==> src/rtl/i2c_pb_pkg.sv <==
package i2c_pb_pkg;
  typedef enum logic [2:0] {
    ST_IDLE, ST_ADDR, ST_REG, ST_WDAT, ST_RWAIT, ST_RDAT, ST_SKIP
  } bus_st_e;
endpackage

==> src/rtl/i2c_pb_filt.sv <==
module i2c_pb_filt #(
  parameter int LEN = 3
) (
  input  logic clk_i,
  input  logic rst_ni,
  input  logic in_i,
  output logic out_o
);
  logic [1:0]     sync_q;
  logic [LEN-1:0] hist_q;

  always_ff @(posedge clk_i or negedge rst_ni) begin
    if (!rst_ni) begin
      sync_q <= '1;
      hist_q <= '1;
      out_o  <= 1'b1;
    end else begin
      sync_q <= {sync_q[0], in_i};
      hist_q <= {hist_q[LEN-2:0], sync_q[1]};
      if (&hist_q)       out_o <= 1'b1;
      else if (~|hist_q) out_o <= 1'b0;
    end
  end
endmodule

==> src/rtl/i2c_pb_fifo.sv <==
module i2c_pb_fifo #(
  parameter int W     = 8,
  parameter int DEPTH = 16,
  parameter int CW    = $clog2(DEPTH) + 1
) (
  input  logic          clk_i,
  input  logic          rst_ni,
  input  logic          push_i,
  input  logic [W-1:0]  din_i,
  input  logic          pop_i,
  output logic [W-1:0]  dout_o,
  output logic [CW-1:0] cnt_o,
  output logic          full_o
);
  localparam int AW = $clog2(DEPTH);
  logic [W-1:0]  mem_q [DEPTH];
  logic [AW-1:0] wp_q, rp_q;

  assign dout_o = mem_q[rp_q];
  assign full_o = (cnt_o == CW'(DEPTH));

  always_ff @(posedge clk_i or negedge rst_ni) begin
    if (!rst_ni) begin
      wp_q  <= '0;
      rp_q  <= '0;
      cnt_o <= '0;
    end else begin
      if (push_i) wp_q <= wp_q + 1'b1;
      if (pop_i)  rp_q <= rp_q + 1'b1;
      cnt_o <= cnt_o + CW'(push_i) - CW'(pop_i);
    end
  end

  always_ff @(posedge clk_i) if (push_i) mem_q[wp_q] <= din_i;

  p_no_overflow_r6: assert property (@(posedge clk_i) disable iff (!rst_ni)
    push_i |-> !full_o);
  p_no_underflow_r5: assert property (@(posedge clk_i) disable iff (!rst_ni)
    pop_i |-> cnt_o != '0);
endmodule

==> src/rtl/i2c_pb_tx.sv <==
module i2c_pb_tx #(
  parameter int         CW   = 5,
  parameter logic [7:0] SYNC = 8'h79,
  parameter logic [6:0] DEV  = 7'h48
) (
  input  logic          clk_i,
  input  logic          rst_ni,
  input  logic          req_wr_i,
  input  logic          req_rd_i,
  input  logic [7:0]    reg_i,
  input  logic [CW-1:0] cnt_i,
  input  logic [7:0]    fifo_d_i,
  output logic          pop_o,
  output logic          vld_o,
  output logic [7:0]    dat_o
);
  localparam int IW = CW + 1;
  logic          busy_q, rw_q;
  logic [IW-1:0] idx_q;
  logic [7:0]    reg_q;
  logic [CW-1:0] n_q;
  logic [7:0]    sel;
  logic [IW-1:0] last;

  always_comb begin
    case (idx_q)
      IW'(0):  sel = SYNC;
      IW'(1):  sel = {DEV, rw_q};
      IW'(2):  sel = reg_q;
      IW'(3):  sel = 8'(n_q);
      default: sel = fifo_d_i;
    endcase
  end
  assign last  = rw_q ? IW'(3) : IW'(3) + IW'(n_q);
  assign pop_o = busy_q && !rw_q && (idx_q >= IW'(4));

  always_ff @(posedge clk_i or negedge rst_ni) begin
    if (!rst_ni) begin
      busy_q <= 1'b0; rw_q <= 1'b0; idx_q <= '0;
      reg_q  <= '0;   n_q  <= '0;
      vld_o  <= 1'b0; dat_o <= '0;
    end else begin
      vld_o <= 1'b0;
      if (!busy_q) begin
        if (req_wr_i || req_rd_i) begin
          busy_q <= 1'b1;
          idx_q  <= '0;
          rw_q   <= req_rd_i;
          reg_q  <= reg_i;
          n_q    <= req_rd_i ? CW'(1) : cnt_i;
        end
      end else begin
        vld_o <= 1'b1;
        dat_o <= sel;
        idx_q <= idx_q + 1'b1;
        if (idx_q == last) busy_q <= 1'b0;
      end
    end
  end

  p_pkt_sync_r5: assert property (@(posedge clk_i) disable iff (!rst_ni)
    $rose(vld_o) |-> dat_o == SYNC);
endmodule

==> src/rtl/i2c_pb_bridge.sv <==
module i2c_pb_bridge
  import i2c_pb_pkg::*;
#(
  parameter logic [6:0] DEV_ADDR = 7'h48,
  parameter logic [7:0] SYNC     = 8'h79,
  parameter int         DEPTH    = 16,
  parameter int         FILT_LEN = 3,
  parameter int         TIMEOUT  = 4096
) (
  input  logic       clk_i,
  input  logic       rst_ni,
  input  logic       scl_i,
  input  logic       sda_i,
  output logic       scl_oe_o,
  output logic       sda_oe_o,
  input  logic       link_lock_i,
  input  logic       ack_gate_i,
  output logic       pkt_valid_o,
  output logic [7:0] pkt_data_o,
  input  logic       rep_valid_i,
  input  logic [7:0] rep_data_i
);
  localparam int CW = $clog2(DEPTH) + 1;
  localparam int TW = $clog2(TIMEOUT + 1);

  logic [1:0] raw, filt;
  assign raw = {sda_i, scl_i};
  for (genvar g = 0; g < 2; g++) begin : g_filt
    i2c_pb_filt #(.LEN(FILT_LEN)) u_filt (
      .clk_i(clk_i), .rst_ni(rst_ni), .in_i(raw[g]), .out_o(filt[g]));
  end

  logic scl_f, sda_f, scl_q, sda_q;
  logic scl_rise, scl_fall, start, stop;
  assign scl_f    = filt[0];
  assign sda_f    = filt[1];
  assign scl_rise = scl_f & ~scl_q;
  assign scl_fall = ~scl_f & scl_q;
  assign start    = scl_f & scl_q & sda_q & ~sda_f;
  assign stop     = scl_f & scl_q & ~sda_q & sda_f;

  bus_st_e       st_q;
  logic [3:0]    cnt_q;
  logic [7:0]    sh_q, reg_q;
  logic          ack_ph_q, nak_q, rw_q, mack_q, req_wr_q, req_rd_q;
  logic [TW-1:0] tmo_q;
  logic          ok, acc, fifo_push, fifo_pop, fifo_full;
  logic [CW-1:0] fifo_cnt;
  logic [7:0]    fifo_dout, rd_byte;

  assign ok  = !ack_gate_i || link_lock_i;
  assign acc = ok && ((st_q == ST_ADDR) ? (sh_q[7:1] == DEV_ADDR) :
                      (st_q == ST_WDAT) ? !fifo_full : 1'b1);
  assign fifo_push = (st_q == ST_WDAT) && scl_fall && (cnt_q == 4'd8) &&
                     !ack_ph_q && acc && !start && !stop;
  assign rd_byte   = rep_valid_i ? rep_data_i : 8'hFF;

  always_ff @(posedge clk_i or negedge rst_ni) begin
    if (!rst_ni) begin
      scl_q <= 1'b1; sda_q <= 1'b1;
      st_q <= ST_IDLE; cnt_q <= '0; sh_q <= '0; reg_q <= '0;
      ack_ph_q <= 1'b0; nak_q <= 1'b0; rw_q <= 1'b0; mack_q <= 1'b0;
      req_wr_q <= 1'b0; req_rd_q <= 1'b0; tmo_q <= '0;
      sda_oe_o <= 1'b0; scl_oe_o <= 1'b0;
    end else begin
      scl_q    <= scl_f;
      sda_q    <= sda_f;
      req_wr_q <= 1'b0;
      req_rd_q <= 1'b0;
      if (start || stop) begin
        if (fifo_cnt != '0) req_wr_q <= 1'b1;
        st_q     <= start ? ST_ADDR : ST_IDLE;
        cnt_q    <= '0;
        ack_ph_q <= 1'b0;
        sda_oe_o <= 1'b0;
        scl_oe_o <= 1'b0;
      end else begin
        case (st_q)
          ST_ADDR, ST_REG, ST_WDAT: begin
            if (scl_rise && cnt_q < 4'd8) begin
              sh_q  <= {sh_q[6:0], sda_f};
              cnt_q <= cnt_q + 1'b1;
            end else if (scl_fall && cnt_q == 4'd8 && !ack_ph_q) begin
              ack_ph_q <= 1'b1;
              sda_oe_o <= acc;
              nak_q    <= !acc;
              if (st_q == ST_ADDR) rw_q  <= sh_q[0];
              if (st_q == ST_REG)  reg_q <= sh_q;
            end else if (scl_fall && ack_ph_q) begin
              ack_ph_q <= 1'b0;
              sda_oe_o <= 1'b0;
              cnt_q    <= '0;
              if (nak_q) st_q <= ST_SKIP;
              else if (st_q == ST_ADDR) begin
                if (rw_q) begin
                  st_q     <= ST_RWAIT;
                  scl_oe_o <= 1'b1;
                  req_rd_q <= 1'b1;
                  tmo_q    <= '0;
                end else st_q <= ST_REG;
              end else st_q <= ST_WDAT;
            end
          end
          ST_RWAIT: begin
            if (rep_valid_i || tmo_q == TW'(TIMEOUT - 1)) begin
              sh_q     <= rd_byte;
              sda_oe_o <= ~rd_byte[7];
              scl_oe_o <= 1'b0;
              cnt_q    <= '0;
              st_q     <= ST_RDAT;
            end else tmo_q <= tmo_q + 1'b1;
          end
          ST_RDAT: begin
            if (scl_rise && cnt_q == 4'd8) mack_q <= ~sda_f;
            else if (scl_fall) begin
              cnt_q <= cnt_q + 1'b1;
              if (cnt_q < 4'd7) begin
                sh_q     <= {sh_q[6:0], 1'b0};
                sda_oe_o <= ~sh_q[6];
              end else if (cnt_q == 4'd7) sda_oe_o <= 1'b0;
              else begin
                cnt_q <= '0;
                if (mack_q) begin
                  reg_q    <= reg_q + 1'b1;
                  req_rd_q <= 1'b1;
                  scl_oe_o <= 1'b1;
                  tmo_q    <= '0;
                  st_q     <= ST_RWAIT;
                end else st_q <= ST_SKIP;
              end
            end
          end
          default: ;
        endcase
      end
    end
  end

  i2c_pb_fifo #(.W(8), .DEPTH(DEPTH), .CW(CW)) u_fifo (
    .clk_i(clk_i), .rst_ni(rst_ni), .push_i(fifo_push), .din_i(sh_q),
    .pop_i(fifo_pop), .dout_o(fifo_dout), .cnt_o(fifo_cnt), .full_o(fifo_full));

  i2c_pb_tx #(.CW(CW), .SYNC(SYNC), .DEV(DEV_ADDR)) u_tx (
    .clk_i(clk_i), .rst_ni(rst_ni), .req_wr_i(req_wr_q), .req_rd_i(req_rd_q),
    .reg_i(reg_q), .cnt_i(fifo_cnt), .fifo_d_i(fifo_dout), .pop_o(fifo_pop),
    .vld_o(pkt_valid_o), .dat_o(pkt_data_o));

  p_sda_scl_low_r2: assert property (@(posedge clk_i) disable iff (!rst_ni)
    !$stable(sda_oe_o) |-> !$past(scl_f));
  p_ack_gate_r4: assert property (@(posedge clk_i) disable iff (!rst_ni)
    ($rose(sda_oe_o) && $past(st_q != ST_RWAIT && st_q != ST_RDAT))
      |-> $past(!ack_gate_i || link_lock_i));
  p_stretch_wait_r8: assert property (@(posedge clk_i) disable iff (!rst_ni)
    scl_oe_o |-> st_q == ST_RWAIT);
  p_read_release_r9: assert property (@(posedge clk_i) disable iff (!rst_ni)
    ($past(st_q == ST_RWAIT && rep_valid_i)) |-> !scl_oe_o);
endmodule

==> config.mk <==
export PLATFORM = sky130hd
export DESIGN_NAME = i2c_pb_bridge
export DESIGN_NICKNAME = d
export VERILOG_FILES = /design/src/rtl/i2c_pb_pkg.sv /design/src/rtl/i2c_pb_filt.sv /design/src/rtl/i2c_pb_fifo.sv /design/src/rtl/i2c_pb_tx.sv /design/src/rtl/i2c_pb_bridge.sv
export SDC_FILE = /design/constraint.sdc
export NUM_CORES = 1
export LEC_CHECK = 0
export ABC_CLOCK_PERIOD_IN_PS = 7110
export BUFFER_PORTS_ARGS = -buffer_cell sky130_fd_sc_hd__buf_2
export CAP_MARGIN = 20
export CORE_MARGIN = 2
export CORE_UTILIZATION = 40
export CTS_CLUSTER_DIAMETER = 150
export CTS_CLUSTER_SIZE = 20
export DETAILED_ROUTE_END_ITERATION = 6
export GPL_TIMING_DRIVEN = 0
export PLACE_DENSITY = 0.65
export SETUP_SLACK_MARGIN = 0.1
export SKIP_CTS_REPAIR_TIMING = 1
export SLEW_MARGIN = 20
export SYNTH_ARGS = -nofsm -noshare
export SYNTH_HDL_FRONTEND = slang
export SYNTH_HIERARCHICAL = 1
export SYNTH_SLANG_ARGS = --single-unit
==> constraint.sdc <==
create_clock -name clk_i -period 7.11 [get_ports clk_i]
set_input_delay 1.0665 -clock clk_i [delete_from_list [all_inputs] [get_ports clk_i]]
set_output_delay 1.0665 -clock clk_i [all_outputs]
set_load 0.01 [all_outputs]
==> results.sh, run 1 <==
export IMPL_status="completed"
export IMPL_critical_path_class="flop to flop"
export IMPL_pwr_density_cell_mw_per_mm2=346
export IMPL_clock_skew_ns=0.0189
export IMPL_maxSlewViolCount=0
export IMPL_path_clk_slew_ns=0.09
export IMPL_finalSetupViolCount=0
export IMPL_p_seq_share_pct=46.6
export IMPL_io_pins=26
export IMPL_p_leak_nw=4.30
export IMPL_netlist_top_cell_by_area="edfxtp_1"
export IMPL_p_clk_share_pct=21.2
export IMPL_dr_max_layer_used="met4"
export IMPL_fin_crit_sh_pct=49.3
export IMPL_hpwl_um=14200
export IMPL_syn_area_mm2=0.0104
export IMPL_die_area_mm2=0.0274
export IMPL_synthToLayoutAreaGrowth_pct=9.81
export IMPL_antenna_found_initial=0
export IMPL_avgViaCountPerCell=5.48
export IMPL_endpoint_kind="flop"
export IMPL_grt_util_all_layers_pct=16.2
export IMPL_setup_tns_ns=0
export IMPL_synth_ff_type="edfxtp_1"
export IMPL_cts_tree="built"
export IMPL_critPathRequiredTime_ns=7.21
export IMPL_route_met2_wl_um=9600
export IMPL_hold_ws_ns=0.359
export IMPL_avgRoutedWirePerCell_um=18.3
export IMPL_yosys_warnings=6
export IMPL_regToRegSetupSlack_ns=3.60
export IMPL_ys_types=76
export IMPL_switching_share_pct=34.2
export IMPL_cts_sink_count=229
export IMPL_die_w_um=165
export IMPL_met3WireLength_um=1010
export IMPL_fp_coreArea_mm2=0.0258
export IMPL_via_count=6389
export IMPL_die_h_um=165
export IMPL_drive_gt1_share_pct=15.0
export IMPL_vdd_drop_max_v=0.000182
export IMPL_synth_top_area_share_pct=36.9
export IMPL_path_max_fanout=9
export IMPL_cp_start_kind="flop"
export IMPL_drtPass1Iterations=5
export IMPL_post_route_util_pct=44.3
export IMPL_synth_nets=815
export IMPL_initial_core_util_pct=40.3
export IMPL_holdCritPathClass="flop to flop"
export IMPL_cts_max_level=1
export IMPL_synth_edf_count=128
export IMPL_cts_buffer_depth=3
export IMPL_cp_data_arrival_time_ns=3.61
export IMPL_cts_root_buf="clkbuf_16"
export IMPL_synthTopCellsByCount="edfxtp_1, dfrtp_1, nor2_1"
export IMPL_hold_viol_final=0
export IMPL_power_w=0.00396
export IMPL_met1Wirelength_um=10300
export IMPL_fin_crit_ns=3.51
export IMPL_antennaDiodeCount=0
export IMPL_routabilityCongestion=0.843
export IMPL_grt_ovfl_total=0
export IMPL_p_comb_share_pct=32.2
export IMPL_rsz0062_at_grt="false"
export IMPL_postRouteAntennaNets=0
export IMPL_row_count=59
export IMPL_grt_pass1_vias=6127
export IMPL_clock_latency_ns=0.49
export IMPL_syn_avg_cell_area_um2=13.4
export IMPL_final_nets=858
export IMPL_synth_seq_cells=229
export IMPL_grt_max_degree=59
export IMPL_post_synth_inst_count=779
export IMPL_port_buffers=25
export IMPL_internal_power_w=0.00261
export IMPL_ys_seq_area_share_pct=61.3
export IMPL_worst_pin_slew_ns=1.09
export IMPL_grt_pass1_wl_um=34100
export IMPL_drv_cap=0
export IMPL_ys_async_sr_fraction_pct=44.1
export IMPL_routed_wl_um=21400
export IMPL_drt_initial_drc_count=512
export IMPL_switchingPower_w=0.00135
export IMPL_drc_errors=0
export IMPL_yosysMostFrequentCell="edfxtp_1"
export IMPL_slew_headroom_pct=26.9
export IMPL_max_freq_mhz=285
export IMPL_cts_buffers=15
export IMPL_synth_top_cells_by_area="edfxtp_1, dfrtp_1, mux4_2"
[state kept, by name (all words and copies together) (netlist names), 5 cells and up]
| name | flops |
|---|---|
| u_tx/reg_q | 8 |
| sh_q | 8 |
| tmo_q | 13 |
| u_tx/idx_q | 6 |
| reg_q | 8 |
| u_tx/n_q | 5 |
| u_fifo/mem_q | 128 |
| g_filt.u_filt/hist_q | 6 |
| u_tx/dat_o | 8 |
| u_fifo/cnt_o | 5 |
[power groups by stage]
stage          logic, W  clock network, W  registers (W)
2_1_floorplan  0.000956                 0        0.00180
3_3_place_gp    0.00124                 0        0.00187
3_5_place_dp    0.00128                 0        0.00188
4_1_cts         0.00128          0.000867        0.00185
5_1_grt         0.00142          0.000914        0.00188
6_report        0.00128          0.000839        0.00185
[routing by layer]
metal | global-route usage [%] | vias to the layer above
met5 | 0 | -
met4 | 4.51 | 0
met3 | 2.12 | 29
met2 | 24.9 | 152
met1 | 24.2 | 3188
li1 | - | 3020
[layout by cell type, fill, tap and decap left out, drive strengths merged, types with 6 or more instances in the layout]
| cell | Yosys | layout |
|---|---|---|
| edfxtp | 128 | 128 |
| dfrtp | 87 | 87 |
| nor2 | 52 | 52 |
| nand2 | 51 | 51 |
| o21ai | 46 | 46 |
| buf | 18 | 44 |
| clkbuf | 18 | 42 |
| a21oi | 38 | 38 |
| inv | 36 | 37 |
| mux4 | 32 | 32 |
| a22oi | 22 | 22 |
| ha | 20 | 20 |
| mux2 | 17 | 17 |
| nand2b | 16 | 16 |
| nand3 | 15 | 15 |
| dfstp | 14 | 14 |
| nor3 | 14 | 14 |
| nand3b | 11 | 11 |
| o211ai | 11 | 11 |
| o22ai | 9 | 9 |
| xnor2 | 9 | 9 |
| nor2b | 9 | 9 |
| xor2 | 8 | 8 |
| nand4 | 6 | 6 |
| and3 | 6 | 6 |
| a31oi | 6 | 6 |
[cells by family after synthesis]
group                    after synthesis  share of synthesized area (%)
adder cells (fa/ha/maj)               21                           2.59
XOR/XNOR                              17                           1.43
AND/OR/NAND/NOR                      210                           10.6
flip-flops                           229                           61.3
AO/OA/AOI/OAI                        174                           11.0
multiplexers                          53                           9.57
buffers and inverters                 75                           3.55
[worst paths after layout]
kind                                             from                         end  depth (start not counted)
min reg2reg                g_filt[0].u_filt/sync_q[0]  g_filt[0].u_filt/sync_q[1]                          0
min                        g_filt[0].u_filt/sync_q[0]  g_filt[0].u_filt/sync_q[1]                          0
min in group asynchronous                      rst_ni               u_tx/idx_q[3]                          1
max reg2reg                                  cnt_q[3]          u_fifo/mem_q[8][5]                          8
max in group asynchronous                      rst_ni  g_filt[1].u_filt/hist_q[1]                          2
max                                          cnt_q[3]          u_fifo/mem_q[8][5]                          8
[final cells by class]
class / count / area, µm²
repair buffers: 26 / 159
multi-input cells: 475 / 3670
well taps: 335 / 419
inverters: 36 / 135
clock buffers: 24 / 409
clock inverters: 2 / 25.0
fillers: 2328 / 14400
plain buffers: 39 / 235
flip-flops and latches: 229 / 6390
[worst max-delay path: stages, from the launching register on]
cell and delay, ns:
dfrtp_1 0.33, clkbuf_1 0.31, nand3b_1 0.23, nor3_1 0.50, nand2_1 0.18, nor2_1 0.30, clkbuf_1 0.35, nand2_1 0.17
nor2_1 0.75
[stage by stage]
| stage | cell area, µm² | cells | worst slack (ns) |
|---|---|---|---|
| final | 11400 | 1166 | 3.60 |
| after global routing | 11400 | 1166 | 3.29 |
| after CTS | 11400 | 1166 | 3.61 |
| after detailed placement | 11000 | 1140 | 3.67 |
| after global placement | 11000 | 1139 | 3.26 |
| after floorplan | 10400 | 779 | 4.24 |
(Power assumes the default switching activity.)
==> inputs of run 2 (changes only) <==
- ABC_CLOCK_PERIOD_IN_PS: 7110 -> 3200
- PLACE_DENSITY: 0.65 -> 0.67
- clock period: 7.11 -> 3.2 ns (I/O delays scaled with it)
==> run 2 against run 1 <==
Sequential share of layout area down 1.6 points; largest cell class unchanged; largest power group unchanged; via count up 2.1%; critical path type unchanged; total power up 120%; register-to-register slack worse by 3.3 ns.
==> results.sh, run 2 (synthesized netlist as in run 1, its figures left out) <==
export IMPL_status="completed"
export IMPL_drt_initial_drc_count=622
export IMPL_r2r_end="u_fifo/mem_q[2][5]"
export IMPL_port_buffers=25
export IMPL_critPathRequiredTime_ns=3.36
export IMPL_fin_crit_ns=2.86
export IMPL_die_h_um=165
export IMPL_p_leak_nw=4.38
export IMPL_via_count=6526
export IMPL_cts_buffer_depth=3
export IMPL_switching_share_pct=34.0
export IMPL_cp_start_kind="flop"
export IMPL_fp_coreArea_mm2=0.0258
export IMPL_layout_common_cells="edfxtp_1, dfrtp_1, nand2_1, nor2_1, a21oi_1"
export IMPL_slowest_delay_ns=0.35
export IMPL_cts_tree="built"
export IMPL_drive_gt1_share_pct=18.2
export IMPL_clock_skew_ns=0.0220
export IMPL_internal_power_w=0.00580
export IMPL_routabilityCongestion=0.836
export IMPL_row_count=59
export IMPL_avgViaCountPerCell=5.55
export IMPL_min_delay_start="scl_i"
export IMPL_placedCellCount=1140
export IMPL_cts_buffers=15
export IMPL_hpwl_um=14300
export IMPL_rr_worst_depth=8
export IMPL_pwr_density_cell_mw_per_mm2=747
export IMPL_crit_slowest_cell="nor2_4"
export IMPL_r2r_start="cnt_q[3]"
export IMPL_stdcell_count=1176
export IMPL_postRouteAntennaNets=0
export IMPL_holdCritPathClass="primary input to flop"
export IMPL_largest_register="u_fifo/mem_q"
export IMPL_max_freq_mhz=350
export IMPL_slew_headroom_pct=42.9
export IMPL_antenna_found_initial=0
export IMPL_hold_viol_final=0
export IMPL_p_clk_share_pct=21.0
export IMPL_routed_wl_um=21900
export IMPL_initial_core_util_pct=40.3
export IMPL_grt_util_all_layers_pct=16.1
export IMPL_hold_path_end="g_filt[0].u_filt/sync_q[0]"
export IMPL_regToRegSetupSlack_ns=0.34
export IMPL_final_nets=868
export IMPL_endpoint_kind="flop"
export IMPL_cp_cell_sequence="clkbuf_1 > nand3b_1 > nor3_4 > nand2_1 > nor2_1 > clkbuf_2 > nand2b_1 > nor2_4"
export IMPL_clock_latency_ns=0.49
export IMPL_drtPass1Iterations=5
export IMPL_critical_path_class="flop to flop"
export IMPL_p_seq_share_pct=46.7
export IMPL_reg_top3="u_fifo/mem_q (128), tmo_q (13)"
export IMPL_io_pins=26
export IMPL_worst_pin_slew_ns=0.856
export IMPL_die_area_mm2=0.0274
export IMPL_antennaDiodeCount=0
export IMPL_rsz0062_at_grt="false"
export IMPL_largest_register_ffs=128
export IMPL_vdd_drop_max_v=0.000328
export IMPL_cts_sink_count=229
export IMPL_whs_path_depth=1
export IMPL_finalSetupViolCount=0
export IMPL_maxSlewViolCount=0
export IMPL_fin_crit_sh_pct=89.2
export IMPL_switchingPower_w=0.00299
export IMPL_post_route_util_pct=45.6
export IMPL_cts_root_buf="clkbuf_16"
export IMPL_final_common_cell="edfxtp_1"
export IMPL_path_max_fanout=9
export IMPL_grt_ovfl_total=0
export IMPL_synthToLayoutAreaGrowth_pct=13.0
export IMPL_cp_data_arrival_time_ns=3.02
export IMPL_cts_max_level=1
export IMPL_drv_cap=0
export IMPL_drc_errors=0
export IMPL_p_comb_share_pct=32.3
export IMPL_path_clk_slew_ns=0.09
export IMPL_grt_max_degree=57
export IMPL_grt_pass1_wl_um=34000
export IMPL_avgRoutedWirePerCell_um=18.6
export IMPL_die_w_um=165
export IMPL_grt_pass1_vias=6060
run 2: cell count changes in the layout (fill, tap and decap cells not counted), sizes merged:
cell | previous run | this run
buf | 44 | 53
dlygate4sd3 | 0 | 1
run 2: final cells by class:
type | count | area, µm²
buffer | 39 | 236
clock buffer | 24 | 409
clock inverter | 2 | 25.0
fill | 2318 | 14100
inverter | 36 | 135
multi-input combinational | 475 | 3810
sequential | 229 | 6390
tap | 335 | 419
timing repair buffer | 36 | 349
run 2: metal layers:
metal  vias to the layer above  part of all wire (%)  global-route usage [%]
met1                      3285                    46                    24.4
met5                         -                     0                       0
met3                        20                   5.6                    2.30
li1                       3046                     -                       -
met4                         0                   1.2                    3.37
met2                       175                    48                    24.7
run 2: how the worst max path moves through the flow:
| stage | startpoint | endpoint | cells past startpoint |
|---|---|---|---|
| finish | cnt_q[3] | u_fifo/mem_q[2][5] | 8 |
| global route | cnt_q[3] | u_fifo/mem_q[2][5] | 8 |
| CTS | cnt_q[3] | u_fifo/mem_q[7][5] | 8 |
| detailed placement | cnt_q[3] | u_fifo/mem_q[7][3] | 8 |
| global placement | cnt_q[3] | u_fifo/mem_q[3][7] | 8 |
| floorplan | cnt_q[0] | u_fifo/mem_q[3][0] | 9 |
run 2: critical path: cells and delay by family (launching register included):
| family | cells | cell delay (ns) |
|---|---|---|
| flops | 1 | 0.33 |
| buf+inv | 2 | 0.59 |
| simple gates | 6 | 1.61 |
run 2: through the flow:
step	power [W]	instance area, µm²	hold slack (ns)	worst slack, ns	setup TNS (ns)
finish	0.00879	11800	0.101	0.344	0
global route	0.00933	11800	0.0821	0.114	0
CTS	0.00886	11400	-0.0665	-0.293	-27.04
detailed placement	0.00700	11000	0.347	-0.271	-24.00
global placement	0.00692	11000	0.346	-0.602	-29.23
floorplan	0.00612	10400	0.184	0.477	0
run 2: power groups by stage:
| stage | combinational, W | sequential, W | clock (W) |
|---|---|---|---|
| after global placement | 0.00277 | 0.00416 | 0 |
| after CTS | 0.00284 | 0.00411 | 0.00191 |
| final | 0.00284 | 0.00410 | 0.00185 |
| after floorplan | 0.00212 | 0.00399 | 0 |
| after detailed placement | 0.00283 | 0.00417 | 0 |
| after global routing | 0.00315 | 0.00417 | 0.00201 |
==> inputs of run 3 (changes only) <==
- ABC_AREA: unset -> 1
- CORE_MARGIN: 2 -> 4
==> run 3 against run 2 <==
Clock power hardly changed; register-to-register slack lost 0.096 ns; total power rose by 21%; cell area rose by 7.9%; clock skew fell by 0.0070 ns.
==> results.sh, run 3 <==
export IMPL_row_count=61
export IMPL_drtPass1Iterations=5
export IMPL_cts_root_buf="clkbuf_16"
export IMPL_p_seq_share_pct=41.2
export IMPL_synth_xor_area_share_pct=1.24
export IMPL_final_nets=1364
export IMPL_die_h_um=176
export IMPL_hpwl_um=17800
export IMPL_antennaDiodeCount=0
export IMPL_initial_core_util_pct=40.6
export IMPL_rr_worst_depth=8
export IMPL_syn_area_mm2=0.0113
export IMPL_crit_start="sh_q[3]"
export IMPL_regToRegSetupSlack_ns=0.25
export IMPL_drt_initial_drc_count=732
export IMPL_setup_tns_ns=0
export IMPL_grt_ovfl_total=0
export IMPL_fp_coreArea_mm2=0.0278
export IMPL_grt_max_degree=60
export IMPL_maxSlewViolCount=0
export IMPL_grt_busiest_layer="met2"
export IMPL_synth_ff_type="edfxtp_1"
export IMPL_via_count=8443
export IMPL_grt_met2_usage_pct=26.8
export IMPL_holdCritPathClass="primary input to flop"
export IMPL_cts_buffer_depth=3
export IMPL_synthMuxAreaShare_pct=0
export IMPL_cts_max_level=1
export IMPL_cp_data_arrival_time_ns=3.10
export IMPL_ys_seq_area_share_pct=56.6
export IMPL_grt_util_all_layers_pct=16.5
export IMPL_stdcell_count=1714
export IMPL_critical_path_class="flop to flop"
export IMPL_slew_headroom_pct=49.1
export IMPL_place_ws_ns=-0.508
export IMPL_routed_wl_um=26000
export IMPL_max_freq_mhz=339
export IMPL_cts_sink_count=229
export IMPL_postRouteAntennaNets=0
export IMPL_synth_top_family_by_area="simple AND/OR/NAND/NOR gates"
export IMPL_yosysMostFrequentCell="nand2_1"
export IMPL_cp_start_kind="flop"
export IMPL_synth_seq_cells=229
export IMPL_setup_ws_ns=0.248
export IMPL_clock_skew_ns=0.0149
export IMPL_status="completed"
export IMPL_routabilityCongestion=0.892
export IMPL_cts_tree="built"
export IMPL_synth_top_cells_by_area="edfxtp_1, dfrtp_1, nand2_1"
export IMPL_avgViaCountPerCell=4.93
export IMPL_post_synth_inst_count=1272
export IMPL_synthToLayoutAreaGrowth_pct=12.7
export IMPL_placedCellCount=1676
export IMPL_ys_types=44
export IMPL_ys_async_sr_fraction_pct=44.1
export IMPL_reg_top3="u_fifo/mem_q (128), tmo_q (13)"
export IMPL_synth_edf_count=128
export IMPL_syn_avg_cell_area_um2=8.87
export IMPL_rsz0062_at_grt="true"
export IMPL_clock_latency_ns=0.48
export IMPL_drc_errors=0
export IMPL_fin_crit_ns=2.95
export IMPL_endpoint_kind="flop"
export IMPL_synthAdderAreaFrac_pct=2.40
export IMPL_pwr_density_cell_mw_per_mm2=837
export IMPL_met1_usage_pct=23.6
export IMPL_final_common_cell="nand2_1"
export IMPL_largest_register_ffs=128
export IMPL_die_area_mm2=0.0310
export IMPL_crit_end="u_fifo/mem_q[9][0]"
export IMPL_grt_pass1_vias=7962
export IMPL_p_clk_share_pct=17.3
export IMPL_p_leak_nw=5.80
export IMPL_drive_gt1_share_pct=13.5
export IMPL_vdd_drop_max_v=0.000401
export IMPL_layout_common_cells="nand2_1, inv_1, nand3_1, edfxtp_1, dfrtp_1"
export IMPL_grt_use_met3_pct=1.99
export IMPL_netlist_top_cell_by_area="edfxtp_1"
export IMPL_die_w_um=176
export IMPL_dpl_instance_area_mm2=0.0119
export IMPL_hold_viol_final=0
export IMPL_cts_buffers=15
export IMPL_fin_crit_sh_pct=92.2
export IMPL_yosys_warnings=6
export IMPL_internal_power_w=0.00616
export IMPL_synth_nets=1308
export IMPL_critPathRequiredTime_ns=3.35
export IMPL_avgRoutedWirePerCell_um=15.2
export IMPL_finalSetupViolCount=0
export IMPL_finish_instance_area_mm2=0.0127
export IMPL_synth_compound_area_share_pct=4.67
export IMPL_yosys_area_share_simple_pct=26.8
export IMPL_port_buffers=25
export IMPL_antenna_found_initial=0
export IMPL_largest_register="u_fifo/mem_q"
export IMPL_grt_pass1_wl_um=41300
export IMPL_path_clk_slew_ns=0.08
export IMPL_synthTopCellsByCount="nand2_1, inv_1, nand3_1"
export IMPL_p_comb_share_pct=41.5
export IMPL_worst_pin_slew_ns=0.763
export IMPL_r2r_start="sh_q[3]"
export IMPL_io_pins=26
export IMPL_r2r_end="u_fifo/mem_q[9][0]"
export IMPL_switching_share_pct=42.1
export IMPL_switchingPower_w=0.00447
export IMPL_synth_top_area_share_pct=34.1
export IMPL_drv_cap=0
export IMPL_path_max_fanout=17
## run 3: cell types whose count changed in the layout (fill, tap and decap cells not counted), sizes merged, moves of 10 or more
cell / before / now
o21ai: 46 / 66
mux2: 17 / 0
nor2: 52 / 77
nand2b: 16 / 0
inv: 37 / 180
o211ai: 11 / 0
a22oi: 22 / 0
nand3b: 11 / 1
mux4: 32 / 0
nand2: 51 / 425
clkbuf: 42 / 31
nand3: 15 / 152
buf: 53 / 71
## run 3: worst max-delay path, stage by stage, from the launching register on
cell and delay, ns:
dfrtp_2 0.56, inv_1 0.21, nand3_1 0.10, o21ai_0 0.26, nand2_1 0.13, nor4_2 0.34, clkbuf_1 0.34, nand2_1 0.32
nor2_4 0.35
## run 3: final cells by class
type / instances / area, µm²
plain buffers: 40 / 256
clock buffers: 24 / 409
clock inverters: 1 / 16.3
fillers: 2652 / 15100
inverters: 181 / 679
multi-input cells: 822 / 4090
flip-flops and latches: 229 / 6400
well taps: 378 / 473
repair buffers: 39 / 394
## run 3: how the worst min path moves through the flow
| stage | from | endpoint | slack [ns] | depth (start not counted) |
|---|---|---|---|---|
| after detailed placement | g_filt[1].u_filt/sync_q[1] | g_filt[1].u_filt/hist_q[0] | 0.35 | 0 |
| after global placement | g_filt[1].u_filt/sync_q[1] | g_filt[1].u_filt/hist_q[0] | 0.35 | 0 |
| after floorplan | rst_ni | ack_ph_q | 0.18 | 0 |
| after CTS | rst_ni | tmo_q[6] | -0.1 | 1 |
| after global routing | sda_i | g_filt[1].u_filt/sync_q[0] | 0.09 | 1 |
| final | scl_i | g_filt[0].u_filt/sync_q[0] | 0.11 | 1 |
## run 3: layer usage
metal	up-vias	part of all wire [%]	wire length, µm
met1	3949	46	11900
li1	4207	-	-
met2	249	46	12000
met3	38	6.3	1650
met5	-	0	0
met4	0	1.9	503
## run 3: kinds of logic after synthesis
kind of cell,after synthesis
and+or+nand+nor,685
xor gates and xnor gates,16
DFF,229
adders and majority gates,21
AOI/OAI and AO/OA,100
buffers and inverters,221
## run 3: metrics by stage
stage | utilization [%] | total power [W] | hold WS, ns
after floorplan | - | 0.00745 | 0.184
after global placement | 42.8 | 0.00871 | 0.346
after detailed placement | 42.9 | 0.00883 | 0.348
after CTS | 44.4 | 0.0107 | -0.100
after global routing | 45.8 | 0.0115 | 0.0880
final | 45.8 | 0.0106 | 0.107
## run 3: power groups by stage
| stage | logic (W) | registers, W | clock network (W) |
|---|---|---|---|
| 2_1_floorplan | 0.00323 | 0.00422 | 0 |
| 3_3_place_gp | 0.00429 | 0.00442 | 0 |
| 3_5_place_dp | 0.00438 | 0.00445 | 0 |
| 4_1_cts | 0.00440 | 0.00438 | 0.00191 |
| 5_1_grt | 0.00498 | 0.00447 | 0.00202 |
| 6_report | 0.00441 | 0.00439 | 0.00184 |
